--- src/rtl/intc_pkg.sv ---
package intc_pkg;
  localparam int BANK_FIELD_W = 4;

  typedef struct packed {
    logic                    clrFiq;
    logic                    clrIrq;
    logic                    wrEnable;
    logic                    wrType;
    logic                    wrMux;
    logic [2:0]              regSel;
    logic [BANK_FIELD_W-1:0] bank;
  } regStrobe_t;
endpackage

--- src/rtl/intc_reg_ctrl.sv ---
module intc_reg_ctrl
  import intc_pkg::*;
#(
  parameter int BANK_W = 1,
  parameter int ADDR_W = 4
) (
  input  logic              clk,
  input  logic              rstN,
  input  logic              regWe,
  input  logic [ADDR_W-1:0] regAddr,
  output regStrobe_t        strobe
);
  logic [2:0] wordSel;
  assign wordSel = regAddr[ADDR_W-1:BANK_W];

  always_comb begin
    strobe        = '0;
    strobe.regSel = wordSel;
    strobe.bank   = BANK_FIELD_W'(regAddr[BANK_W-1:0]);
    if (regWe) begin
      case (wordSel)
        3'd0:    strobe.clrFiq   = 1'b1;
        3'd1:    strobe.clrIrq   = 1'b1;
        3'd2:    strobe.wrEnable = 1'b1;
        3'd3:    strobe.wrType   = 1'b1;
        3'd4:    strobe.wrMux    = 1'b1;
        default: ;
      endcase
    end
  end

  // at most one register is written per access
  a_r10_single_strobe: assert property (@(posedge clk) disable iff (!rstN)
    $onehot0({strobe.clrFiq, strobe.clrIrq, strobe.wrEnable, strobe.wrType, strobe.wrMux}));
  // no write strobe without a write request
  a_r10_idle_quiet: assert property (@(posedge clk) disable iff (!rstN)
    !regWe |-> !(strobe.clrFiq || strobe.clrIrq || strobe.wrEnable || strobe.wrType || strobe.wrMux));
endmodule

--- src/rtl/intc_source_front.sv ---
module intc_source_front #(
  parameter int                      NUM_CH     = 64,
  parameter int                      NUM_SHARED = 7,
  parameter logic [NUM_SHARED*8-1:0] SHARED_IDX = '0
) (
  input  logic                  clk,
  input  logic                  rstN,
  input  logic [NUM_CH-1:0]     srcMain,
  input  logic [NUM_SHARED-1:0] srcAlt,
  input  logic [NUM_SHARED-1:0] muxSel,
  output logic [NUM_CH-1:0]     rise
);
  function automatic int sharedSlot(input int ch);
    for (int k = 0; k < NUM_SHARED; k++) begin
      if (int'(SHARED_IDX[k*8 +: 8]) == ch) return k;
    end
    return -1;
  endfunction

  for (genvar ch = 0; ch < NUM_CH; ch++) begin : g_chan
    localparam int SLOT = sharedSlot(ch);
    logic pick;
    logic syncA, syncB, lastB;

    if (SLOT >= 0) begin : g_shared
      assign pick = muxSel[SLOT] ? srcAlt[SLOT] : srcMain[ch];
    end else begin : g_plain
      assign pick = srcMain[ch];
    end

    always_ff @(posedge clk or negedge rstN) begin
      if (!rstN) begin
        syncA <= 1'b0;
        syncB <= 1'b0;
        lastB <= 1'b0;
      end else begin
        syncA <= pick;
        syncB <= syncA;
        lastB <= syncB;
      end
    end

    assign rise[ch] = syncB & ~lastB;
  end

  // a held line yields a single-cycle event per transition
  a_r11_single_pulse: assert property (@(posedge clk) disable iff (!rstN)
    1'b1 |=> ((rise & $past(rise)) == '0));
endmodule

--- src/rtl/intc_datapath.sv ---
module intc_datapath
  import intc_pkg::*;
#(
  parameter int                NUM_CH        = 64,
  parameter int                REG_W         = 32,
  parameter int                NUM_SHARED    = 7,
  parameter logic [NUM_CH-1:0] RESERVED_MASK = '0
) (
  input  logic                  clk,
  input  logic                  rstN,
  input  regStrobe_t            strobe,
  input  logic [REG_W-1:0]      wdata,
  input  logic [NUM_CH-1:0]     rise,
  output logic [NUM_SHARED-1:0] muxSel,
  output logic [REG_W-1:0]      rdata,
  output logic                  fiqReq,
  output logic                  irqReq
);
  localparam int NBANK = NUM_CH / REG_W;

  logic [NUM_CH-1:0] fiqFlat, irqFlat, enFlat, typFlat;
  logic [NUM_CH-1:0] setFiq, setIrq;

  assign setFiq = rise &  typFlat & ~RESERVED_MASK;
  assign setIrq = rise & ~typFlat & ~RESERVED_MASK;

  for (genvar b = 0; b < NBANK; b++) begin : g_bank
    localparam int LO = b * REG_W;
    logic [REG_W-1:0] fiqR, irqR, enR, typR;
    logic             hit;

    assign hit = (strobe.bank == BANK_FIELD_W'(b));

    always_ff @(posedge clk or negedge rstN) begin
      if (!rstN) begin
        fiqR <= '0;
        irqR <= '0;
        enR  <= '0;
        typR <= '0;
      end else begin
        if (hit && strobe.wrEnable) enR  <= wdata;
        if (hit && strobe.wrType)   typR <= wdata;
        fiqR <= (fiqR & ~((hit && strobe.clrFiq) ? wdata : '0)) | setFiq[LO +: REG_W];
        irqR <= (irqR & ~((hit && strobe.clrIrq) ? wdata : '0)) | setIrq[LO +: REG_W];
      end
    end

    assign fiqFlat[LO +: REG_W] = fiqR;
    assign irqFlat[LO +: REG_W] = irqR;
    assign enFlat[LO +: REG_W]  = enR;
    assign typFlat[LO +: REG_W] = typR;
  end

  always_ff @(posedge clk or negedge rstN) begin
    if (!rstN) begin
      muxSel <= '0;
      fiqReq <= 1'b0;
      irqReq <= 1'b0;
    end else begin
      if (strobe.wrMux) muxSel <= wdata[NUM_SHARED-1:0];
      fiqReq <= |(fiqFlat & enFlat);
      irqReq <= |(irqFlat & enFlat);
    end
  end

  always_comb begin
    rdata = '0;
    for (int b = 0; b < NBANK; b++) begin
      if (strobe.bank == BANK_FIELD_W'(b)) begin
        case (strobe.regSel)
          3'd0:    rdata = fiqFlat[b*REG_W +: REG_W];
          3'd1:    rdata = irqFlat[b*REG_W +: REG_W];
          3'd2:    rdata = enFlat[b*REG_W +: REG_W];
          3'd3:    rdata = typFlat[b*REG_W +: REG_W];
          default: ;
        endcase
      end
    end
    if (strobe.regSel == 3'd4) rdata = REG_W'(muxSel);
  end

  // unused channel numbers never become pending
  a_r8_reserved_quiet: assert property (@(posedge clk) disable iff (!rstN)
    ((fiqFlat | irqFlat) & RESERVED_MASK) == '0);
  // captured FIQ events land whatever the enable
  a_r3_fiq_capture: assert property (@(posedge clk) disable iff (!rstN)
    (setFiq != '0) |=> ((fiqFlat & $past(setFiq)) == $past(setFiq)));
  // captured IRQ events land whatever the enable
  a_r3_irq_capture: assert property (@(posedge clk) disable iff (!rstN)
    (setIrq != '0) |=> ((irqFlat & $past(setIrq)) == $past(setIrq)));
  // fast request rises one clock after an enabled FIQ pend
  a_r4_fiq_rise: assert property (@(posedge clk) disable iff (!rstN)
    ((fiqFlat & enFlat) != '0) |=> fiqReq);
  // normal request falls one clock after no enabled IRQ pend remains
  a_r5_irq_fall: assert property (@(posedge clk) disable iff (!rstN)
    ((irqFlat & enFlat) == '0) |=> !irqReq);
  // status clears never disturb the enable word
  a_r6_clear_keeps_enable: assert property (@(posedge clk) disable iff (!rstN)
    (strobe.clrFiq || strobe.clrIrq) |=> $stable(enFlat));
endmodule

--- src/rtl/dual_irq_aggregator.sv ---
module dual_irq_aggregator
  import intc_pkg::*;
#(
  parameter int                      NUM_CH        = 64,
  parameter int                      REG_W         = 32,
  parameter int                      NUM_SHARED    = 7,
  parameter logic [NUM_SHARED*8-1:0] SHARED_IDX    = {8'd25, 8'd24, 8'd19, 8'd18, 8'd17, 8'd14, 8'd13},
  parameter logic [NUM_CH-1:0]       RESERVED_MASK = 64'h0000_0000_0000_0E00,
  localparam int NBANK  = NUM_CH / REG_W,
  localparam int BANK_W = (NBANK > 1) ? $clog2(NBANK) : 1,
  localparam int ADDR_W = 3 + BANK_W
) (
  input  logic                  clk,
  input  logic                  rstN,
  input  logic [NUM_CH-1:0]     srcMain,
  input  logic [NUM_SHARED-1:0] srcAlt,
  input  logic                  regWe,
  input  logic [ADDR_W-1:0]     regAddr,
  input  logic [REG_W-1:0]      regWdata,
  output logic [REG_W-1:0]      regRdata,
  output logic                  fiqReq,
  output logic                  irqReq
);
  regStrobe_t            strobe;
  logic [NUM_CH-1:0]     rise;
  logic [NUM_SHARED-1:0] muxSel;

  intc_reg_ctrl #(.BANK_W(BANK_W), .ADDR_W(ADDR_W)) u_ctrl (
    .clk(clk), .rstN(rstN), .regWe(regWe), .regAddr(regAddr), .strobe(strobe)
  );

  intc_source_front #(.NUM_CH(NUM_CH), .NUM_SHARED(NUM_SHARED), .SHARED_IDX(SHARED_IDX)) u_front (
    .clk(clk), .rstN(rstN), .srcMain(srcMain), .srcAlt(srcAlt), .muxSel(muxSel), .rise(rise)
  );

  intc_datapath #(.NUM_CH(NUM_CH), .REG_W(REG_W), .NUM_SHARED(NUM_SHARED),
                  .RESERVED_MASK(RESERVED_MASK)) u_dp (
    .clk(clk), .rstN(rstN), .strobe(strobe), .wdata(regWdata), .rise(rise),
    .muxSel(muxSel), .rdata(regRdata), .fiqReq(fiqReq), .irqReq(irqReq)
  );
endmodule

--- config.mk ---
export PLATFORM = sky130hd
export DESIGN_NAME = dual_irq_aggregator
export DESIGN_NICKNAME = d
export VERILOG_FILES = /design/src/rtl/intc_pkg.sv /design/src/rtl/intc_reg_ctrl.sv /design/src/rtl/intc_source_front.sv /design/src/rtl/intc_datapath.sv /design/src/rtl/dual_irq_aggregator.sv
export SDC_FILE = /design/constraint.sdc
export NUM_CORES = 1
export LEC_CHECK = 0
export ABC_AREA = 1
export ABC_CLOCK_PERIOD_IN_PS = 1930
export CAP_MARGIN = 30
export CORE_UTILIZATION = 40
export CTS_BUF_LIST = sky130_fd_sc_hd__clkbuf_4
export DETAILED_ROUTE_END_ITERATION = 10
export DONT_BUFFER_PORTS = 1
export PLACE_DENSITY = 0.62
export SETUP_SLACK_MARGIN = 0.3
export SLEW_MARGIN = 10
export SYNTH_ARGS = -nofsm -noshare
export SYNTH_HDL_FRONTEND = slang
export SYNTH_HIERARCHICAL = 1
export SYNTH_SLANG_ARGS = --single-unit
export TNS_END_PERCENT = 10
--- constraint.sdc ---
create_clock -name clk -period 1.93 [get_ports clk]
set_input_delay 0.2895 -clock clk [delete_from_list [all_inputs] [get_ports clk]]
set_output_delay 0.2895 -clock clk [all_outputs]
set_load 0.01 [all_outputs]
==> results of run 1 <==
[per-layer routing]
metal	wire, µm	up-vias
li1	-	7619
met1	24200	7642
met2	24300	689
met3	5070	121
met4	1760	4
met5	22	-
[cells in the final DEF (no fill, tap or decap), types with 5 or more instances in the layout]
cell	instances
o211ai_1	6
nand3_2	9
dfrtp_1	448
inv_1	272
nand2_1	601
o21ai_0	339
nor2_1	214
nor2_4	7
nand2_2	13
dlygate4sd3_1	164
clkinv_1	12
buf_12	8
a21oi_1	14
nor2_2	16
clkbuf_4	186
o21ai_1	13
buf_4	62
clkinv_2	5
nand3_1	64
inv_2	12
nand4_1	89
buf_6	5
[report_power, final]
group	leakage [nW]	internal [W]	total [W]	switching [W]
Sequential	5.14	0.0100	0.0105	0.000445
Clock	0.921	0.00445	0.00829	0.00383
Combinational	4.67	0.000816	0.00198	0.00117
[worst reg2reg max path, stage by stage (launching register included)]
cell and delay (ns):
dfrtp_1 0.41, nand2_1 0.10, nand4_1 0.08, nor2_1 0.31, nand2_1 0.18, nor2_1 0.18, nand2_1 0.14
[metrics by stage]
stage / power [W] / TNS [ns] / area [µm²]
CTS: 0.0210 / -8.79 / 23100
global route: 0.0219 / -9.61 / 23100
floorplan: 0.0116 / 0 / 18800
finish: 0.0207 / -5.10 / 23100
detailed placement: 0.0122 / 0 / 19800
global placement: 0.0122 / 0 / 19800
[flip-flops by register name, summed over array words and instances (netlist names)]
register	cells
u_dp/muxSel	7
u_front/g_chan.syncB	61
u_dp/g_bank.fiqR	64
u_dp/g_bank.typR	64
u_dp/g_bank.irqR	64
u_front/g_chan.syncA	61
u_dp/fiqReq	1
u_dp/g_bank.enR	64
u_front/g_chan.lastB	61
u_dp/irqReq	1
[worst paths after layout]
kind,endpoint,slack (ns),cells past startpoint
worst max-delay path,regRdata[16],-0.32,5
worst min-delay path,u_front/g_chan[58].syncA,-0.83,0
worst max register to register,u_dp/irqReq,0.40,6
worst min register to register,u_front/g_chan[14].syncB,0.31,0
max in group asynchronous,u_dp/g_bank[1].typR[1],1.66,0
min in group clk,u_front/g_chan[13].syncA,0.10,3
[cell type report]
type                    count  share of cell area, %
diodes                      1                 0.0108
multi-input cells        1397                   27.1
clock buffers             186                   6.03
clock inverters            21                  0.481
inverters                 281                   4.56
repair buffers            240                   10.1
flip-flops and latches    448                   48.4
well taps                 600                   3.24
[repair_timing]
| action | CTS | global route |
|---|---|---|
| setup endpoints to repair | 34 | 78 |
| pin swaps | 12 | 14 |
| gates resized for setup | 34 | 26 |
| hold endpoints to repair | 772 | 448 |
| setup buffers | 5 | 4 |
==> flow_summary.ini, run 1 <==
[pwr]
ir_drop_mv = 0.446
power_density_nw_per_um2 = 896
leakagePower_nw = 10.7

[timing]
setup_ws_ns = -0.324
slew_viol_final = 0
max_freq_mhz = 444
holdWs_ns = -0.828
fin_skew_ns = 0.0457
rsz0062_at_grt = true
finalSetupViolCount = 32
fin_crit_sh_pct = 117
hold_violations = 448
tightest_slew_ns = 1.34
fin_crit_ns = 2.25
relSlewSlack_pct = 10.6

[finish]
drive_gt1_share_pct = 12.9
layout.nets = 2595
area_growth_syn_to_layout_pct = 23.3
seqCellArea_um2 = 11200
fillers = 4410
fin_cells = 3174
fin_util_pct = 50.5
multi_input_area_um2 = 6280

[grt]
met3_usage_pct = 5.73
globalRouteOverflowTotal = 0
busiest_layer = met2
grt_max_degree = 449
global_route.usage.met2_pct = 35.0
grt_pass1_vias = 15800
antenna_found_initial = 3
grt_pass1_wl_mm = 87.1
gr-usage-met1_pct = 33.6
grt_usage_pct = 23.9

[drt]
wl_per_cell_um = 17.4
drt-initial-drc-count = 1651
drc = 0
ant_nets = 0
vias_per_cell = 5.06
drt_pre_antenna_iters = 5
routed_wl_mm = 55.4
vias = 16100

[setup_path]
cp.required_ns = 1.64
crit_start = u_dp/g_bank[1].typR[16]
end_kind = output port
cp-start-kind = flip-flop
path_delay_family = flip-flops
path_cells = inv_1 -> o21ai_0 -> o21ai_1 -> nor2_1 -> buf_4
crit_path_top_delay_cell = dfrtp_1
path_max_fanout = 3
worstSetupPathType = flip-flop to output port
worstReg2RegStart = u_dp/g_bank[1].enR[7]
cp_slowest_stage_delay_ns = 0.39
crit_arrival_ns = 1.96
worst-path-buf-inv = 2

[status]
status = finished with violations
violations = hold timing, setup timing

[clock_tree]
htree_levels = 3
clock_sinks = 448
cts_hold_buf = 164
numCtsBuffers = 117
clk-insertion-delay-late_ns = 0.85
cts_tree = yes
cts.clk_slew.worst_paths_ns = 0.06
clockBufferDepth = 3
clock_tree.root_cell = clkbuf_4

[place]
place_ws_ns = 0.0228
port_buffers = 0
hpwl_mm = 34.0
place_inst = 2793
gp_congestion = 0.867

[floorplanning]
initial_core_util_pct = 40.9
pin_count = 144
die_h_um = 219
rows = 78
fp.dieArea_um2 = 47800
fp.dieW_um = 219
coreArea_um2 = 45900

[synthesis]
syn_inst = 2219
ys_warn_count = 6
synth_area_per_cell_um2 = 8.46
syn_area_um2 = 18800

[flow_run]
cap_violations = 0

[hold_path]
hold_path_class = primary input to async pin
No activity file was read; power rests on OpenSTA's default activity.
==> inputs of run 2 (changes only) <==
--- a/config.mk
+++ b/config.mk
@@ -13,7 +13,7 @@
 export DETAILED_ROUTE_END_ITERATION = 10
 export DONT_BUFFER_PORTS = 1
 export PLACE_DENSITY = 0.62
-export SETUP_SLACK_MARGIN = 0.3
+export SETUP_SLACK_MARGIN = 0.5
 export SLEW_MARGIN = 10
 export SYNTH_ARGS = -nofsm -noshare
 export SYNTH_HDL_FRONTEND = slang
==> run 2 against run 1 <==
Effect of this change:
- the flow still finishes with violations (hold timing, setup timing)
- sequential share of layout area down 0.41 points
- largest power group unchanged
- setup slack improved by 0.13 ns
- combinational power up 7%
- largest cell class unchanged
- sequential cell count stayed put
- sequential power hardly changed
- critical path depth is the same
- total power barely moved
- non-clock buffer count grew 1
- count of clock-buffer cells in the layout decreased by 11
- clock skew rose by 0.033 ns
- design area is 0.85% higher
- critical path type unchanged
- via count is 1.0% higher
==> flow_summary.ini, run 2 (synthesis results as in run 1) <==
[clock_tree]
cts.clk_slew.worst_paths_ns = 0.07
cts_hold_buf = 170
numCtsBuffers = 117
clk-insertion-delay-late_ns = 0.93
htree_levels = 3
clock_sinks = 448
cts_tree = yes
clock_tree.root_cell = clkbuf_4
clockBufferDepth = 3

[finish]
area_growth_syn_to_layout_pct = 24.4
layout_commonest_cell = nand2_1
fin_util_pct = 50.9
final_cell_mix = nand2_1 (588), dfrtp_1 (448), o21ai_0 (340)
layout.nets = 2596
final_design_area_no_fill_um2 = 23300
drive_gt1_share_pct = 13.9

[timing]
slew_viol_final = 0
relSlewSlack_pct = 29.6
finalSetupViolCount = 32
fin_crit_ns = 2.12
setup_ws_ns = -0.190
fin_skew_ns = 0.0784
fin_crit_sh_pct = 110
max_freq_mhz = 472
tightest_slew_ns = 1.06
holdWs_ns = -0.911
rsz0062_at_grt = true
hold_violations = 448

[drt]
ant_nets = 0
drt_pre_antenna_iters = 6
vias = 16200
vias_per_cell = 5.11
wl_per_cell_um = 17.8
drt-initial-drc-count = 1474
routed_wl_mm = 56.4
drc = 0

[floorplanning]
die_h_um = 219
coreArea_um2 = 45900
initial_core_util_pct = 40.9
pin_count = 144
fp.dieW_um = 219
rows = 78
fp.dieArea_um2 = 47800

[place]
gp_congestion = 0.896
port_buffers = 0
hpwl_mm = 35.4
place_area_um2 = 19700

[setup_path]
path_max_fanout = 2
crit_path_top_delay_cell = dfrtp_1
path_cells = nand4_1 -> nand3_2 -> nor2_4 -> nor2_2 -> buf_4
rr_worst_depth = 9
worstSetupPathType = flip-flop to output port
cp_slowest_stage_delay_ns = 0.39
cp-start-kind = flip-flop
end_kind = output port
cp.required_ns = 1.64
crit_arrival_ns = 1.83

[grt]
grt_max_degree = 449
antenna_found_initial = 5
grt_pass1_vias = 16200
grt_usage_pct = 24.2
grt_pass1_wl_mm = 87.9
globalRouteOverflowTotal = 0

[hold_path]
hold_path_class = primary input to async pin

[flow_run]
cap_violations = 0

[pwr]
total_power_w = 0.0207
leakagePower_nw = 10.8
ir_drop_mv = 0.617
power_density_nw_per_um2 = 889

[status]
status = finished with violations
violations = hold timing, setup timing
## run 2: changes by cell type in the layout (fill, tap and decap cells not counted), moves of 6 or more
cell | previous run | this run
nor2_4 | 7 | 20
clkbuf_4 | 186 | 175
clkinv_1 | 12 | 21
nor2_2 | 16 | 23
diode_2 | 1 | 7
nor2_1 | 214 | 194
nand2_1 | 601 | 588
nand2_2 | 13 | 25
## run 2: area by class of cell
| class | instances | area (µm²) |
|---|---|---|
| inverter | 281 | 1050 |
| tap | 600 | 751 |
| fill | 4345 | 22500 |
| timing repair buffer | 241 | 2360 |
| antenna | 7 | 17.5 |
| clock inverter | 27 | 156 |
| multi-input combinational | 1397 | 6470 |
| clock buffer | 175 | 1310 |
| sequential | 448 | 11200 |
## run 2: where the power goes
part / total [W] / switching, W / internal (W)
combinational: 0.00211 / 0.00125 / 0.000861
clock: 0.00818 / 0.00383 / 0.00435
sequential: 0.0104 / 0.000435 / 0.0100
## run 2: critical path: cells and delay by family (launching register included)
| family | cells | cell delay, ns |
|---|---|---|
| DFF | 1 | 0.39 |
| buffers and inverters | 1 | 0.14 |
| and+or+nand+nor | 4 | 0.44 |
## run 2: repair_timing
item,CTS,global route
setup endpoints to repair,36,41
endpoints found under the hold margin,772,448
pin swaps,30,34
resized for setup,58,44
buffers inserted,14,9
## run 2: worst paths after layout
check,startpoint,end,slack (ns)
max,u_dp/g_bank[0].typR[25],regRdata[25],-0.19
min,rstN,u_front/g_chan[56].lastB,-0.91
max reg2reg,u_dp/g_bank[0].enR[7],u_dp/fiqReq,0.44
min reg2reg,u_front/g_chan[61].syncA,u_front/g_chan[61].syncB,0.33
max in group asynchronous,rstN,u_dp/g_bank[1].fiqR[11],1.94
min in group clk,srcAlt[3],u_front/g_chan[18].syncA,0.07
## run 2: per-stage QoR
| step | cells | setup WS (ns) | TNS [ns] |
|---|---|---|---|
| 2_1_floorplan | 2221 | 0.350 | 0 |
| 3_3_place_gp | 2774 | 0.206 | 0 |
| 3_5_place_dp | 2774 | 0.174 | 0 |
| 4_1_cts | 3160 | -0.284 | -7.46 |
| 5_1_grt | 3174 | -0.317 | -8.86 |
| 6_report | 3176 | -0.190 | -4.51 |
## run 2: metal layers
| metal | wire [µm] | part of all wire (%) | up-vias | global-route usage, % |
|---|---|---|---|---|
| li1 | - | - | 7615 | - |
| met1 | 23200 | 41 | 7805 | 30.8 |
| met2 | 26700 | 47 | 680 | 39.3 |
| met3 | 4740 | 8.4 | 132 | 5.66 |
| met4 | 1830 | 3.2 | 4 | 10.7 |
| met5 | 23 | 0.041 | - | 0 |
==> inputs of run 3 (changes only) <==
--- a/config.mk
+++ b/config.mk
@@ -8,11 +8,11 @@
 export ABC_AREA = 1
 export ABC_CLOCK_PERIOD_IN_PS = 1930
 export CAP_MARGIN = 30
-export CORE_UTILIZATION = 40
-export CTS_BUF_LIST = sky130_fd_sc_hd__clkbuf_4
+export CORE_UTILIZATION = 54
+export CTS_BUF_LIST = sky130_fd_sc_hd__clkbuf_8
 export DETAILED_ROUTE_END_ITERATION = 10
 export DONT_BUFFER_PORTS = 1
-export PLACE_DENSITY = 0.62
+export PLACE_DENSITY = 0.77
 export SETUP_SLACK_MARGIN = 0.5
 export SLEW_MARGIN = 10
 export SYNTH_ARGS = -nofsm -noshare
==> run 3 against run 2 <==
Effect of this change:
- the flow finishes with violations (hold timing)
- clock power shrank 5.7%
- largest cell class unchanged
- wire length decreased by 10%
- core utilization up 15 points
- global-route usage is 4.7 points higher
==> flow_summary.ini, run 3 (synthesis results as in run 1) <==
[drt]
vias_per_cell = 5.54
vias = 15900
routed_wl_mm = 50.7
drc = 0
ant_nets = 0
drt-initial-drc-count = 1475
drt_pre_antenna_iters = 6
wl_per_cell_um = 17.7

[pwr]
total_power_w = 0.0201
combPwrFrac_pct = 9.4
swShare_pct = 25.7
ir_drop_mv = 0.748
internal_power_w = 0.0149
power_density_nw_per_um2 = 906
leakagePower_nw = 10.3
share_seq_of_total_power_pct = 52.1
switchingPower_w = 0.00516
power_frac_clock_pct = 38.4

[clock_tree]
clk-insertion-delay-late_ns = 0.62
cts_tree = yes
clock_tree.root_cell = clkbuf_8
clock_sinks = 448
cts.clk_slew.worst_paths_ns = 0.06
clockBufferDepth = 3
htree_levels = 3
cts_hold_buf = 99
numCtsBuffers = 72

[grt]
grt_pass1_wl_mm = 80.0
globalRouteOverflowTotal = 0
antenna_found_initial = 0
grt_max_degree = 449
grt_pass1_vias = 15600
grt_usage_pct = 28.9

[timing]
finalSetupViolCount = 0
relSlewSlack_pct = 21.5
fin_crit_sh_pct = 95.2
tightest_slew_ns = 1.18
fin_skew_ns = 0.0258
rsz0062_at_grt = true
hold_violations = 448
setup_tns_ns = 0
slew_viol_final = 0
max_freq_mhz = 544
holdWs_ns = -0.641
fin_crit_ns = 1.84

[setup_path]
crit_arrival_ns = 1.55
cp_slowest_stage_delay_ns = 0.41
timing.rr.end = u_dp/irqReq
path_max_fanout = 4
ff2ff_setup_slack_ns = 0.45
worst-path-buf-inv = 0
crit_path_top_delay_cell = dfrtp_1
crit_start = u_dp/g_bank[1].typR[26]
cp-start-kind = flip-flop
cp.required_ns = 1.64
crit_end = regRdata[26]
rr_worst_depth = 9
worstSetupPathType = flip-flop to output port
end_kind = output port
path_delay_family = flip-flops
cp.depth = 4
path_cells = nand4_1 -> nand3_1 -> o21ai_0 -> nor2_2
worstReg2RegStart = u_dp/g_bank[0].irqR[25]

[floorplanning]
coreArea_um2 = 33900
fp.dieW_um = 188
pin_count = 144
initial_core_util_pct = 55.4
die_h_um = 188
fp.dieArea_um2 = 35500
rows = 67

[flow_run]
cap_violations = 0

[finish]
area_growth_syn_to_layout_pct = 18.0
layout.nets = 2477
drive_gt1_share_pct = 9.48
final_cell_mix = nand2_1 (598), dfrtp_1 (448), o21ai_0 (343)
fillers = 2695
layout_commonest_cell = nand2_1
n_antenna_cell = 0

[place]
gp_congestion = 0.889
port_buffers = 0
hpwl_mm = 30.5

[status]
status = finished with violations
violations = hold timing

[hold_path]
hold_path_class = primary input to async pin
## run 3: how the worst min path moves through the flow
stage / endpoint / startpoint / depth (start not counted)
CTS: u_front/g_chan[60].syncA / rstN / 0
detailed placement: u_front/g_chan[60].syncA / rstN / 0
finish: u_dp/g_bank[1].typR[21] / rstN / 0
global placement: u_front/g_chan[57].syncA / rstN / 0
floorplan: u_dp/fiqReq / rstN / 0
global route: u_front/g_chan[60].syncA / rstN / 0
## run 3: metal layers
layer	vias to the layer above	global-route usage, %	routed length, µm	part of all wire, %
li1	7311	-	-	-
met1	7529	36.6	19500	38
met2	840	46.5	23900	47
met3	179	5.51	4670	9.2
met4	0	16.8	2650	5.2
met5	-	0	0	0
## run 3: worst register-to-register path, delay by kind of cell, from the launching register on
kind / cells / cell delay (ns)
buf+inv: 2 / 0.19
flops: 1 / 0.39
simple gates: 7 / 0.76
## run 3: per-stage QoR
stage	hold slack, ns	std cells	utilization, %	setup WS [ns]	instance area, µm²
after CTS	-0.647	2855	65.0	0.0767	22000
final	-0.641	2863	65.4	0.0918	22100
after global routing	-0.653	2863	65.4	0.0189	22100
after detailed placement	0.0258	2615	57.3	0.270	19400
after floorplan	-0.00609	2221	-	0.350	18900
after global placement	0.0150	2615	57.3	0.277	19400
## run 3: repair_timing
| item | in CTS | in global routing |
|---|---|---|
| endpoints found under the hold margin | 649 | 448 |
| setup endpoints to repair | 32 | 34 |
| resized for setup | 36 | 17 |
| pin swaps | 15 | 20 |
| buffers inserted | 19 | 8 |
## run 3: power by group through the flow
stage	combinational [W]	sequential, W	clock [W]
after floorplan	0.00117	0.0105	0
after global placement	0.00149	0.0106	0
after detailed placement	0.00154	0.0106	0
after CTS	0.00181	0.0104	0.00790
after global routing	0.00210	0.0105	0.00831
final	0.00189	0.0105	0.00771
## run 3: layout make-up
type                       count  area [µm²]  share of cell area (%)
sequential                   448       11200                    50.6
multi-input combinational   1397        6350                    28.7
timing repair buffer         167        1600                    7.23
clock buffer                  86        1180                    5.35
inverter                     281        1050                    4.76
tap                          448         561                    2.53
clock inverter                36         176                   0.797
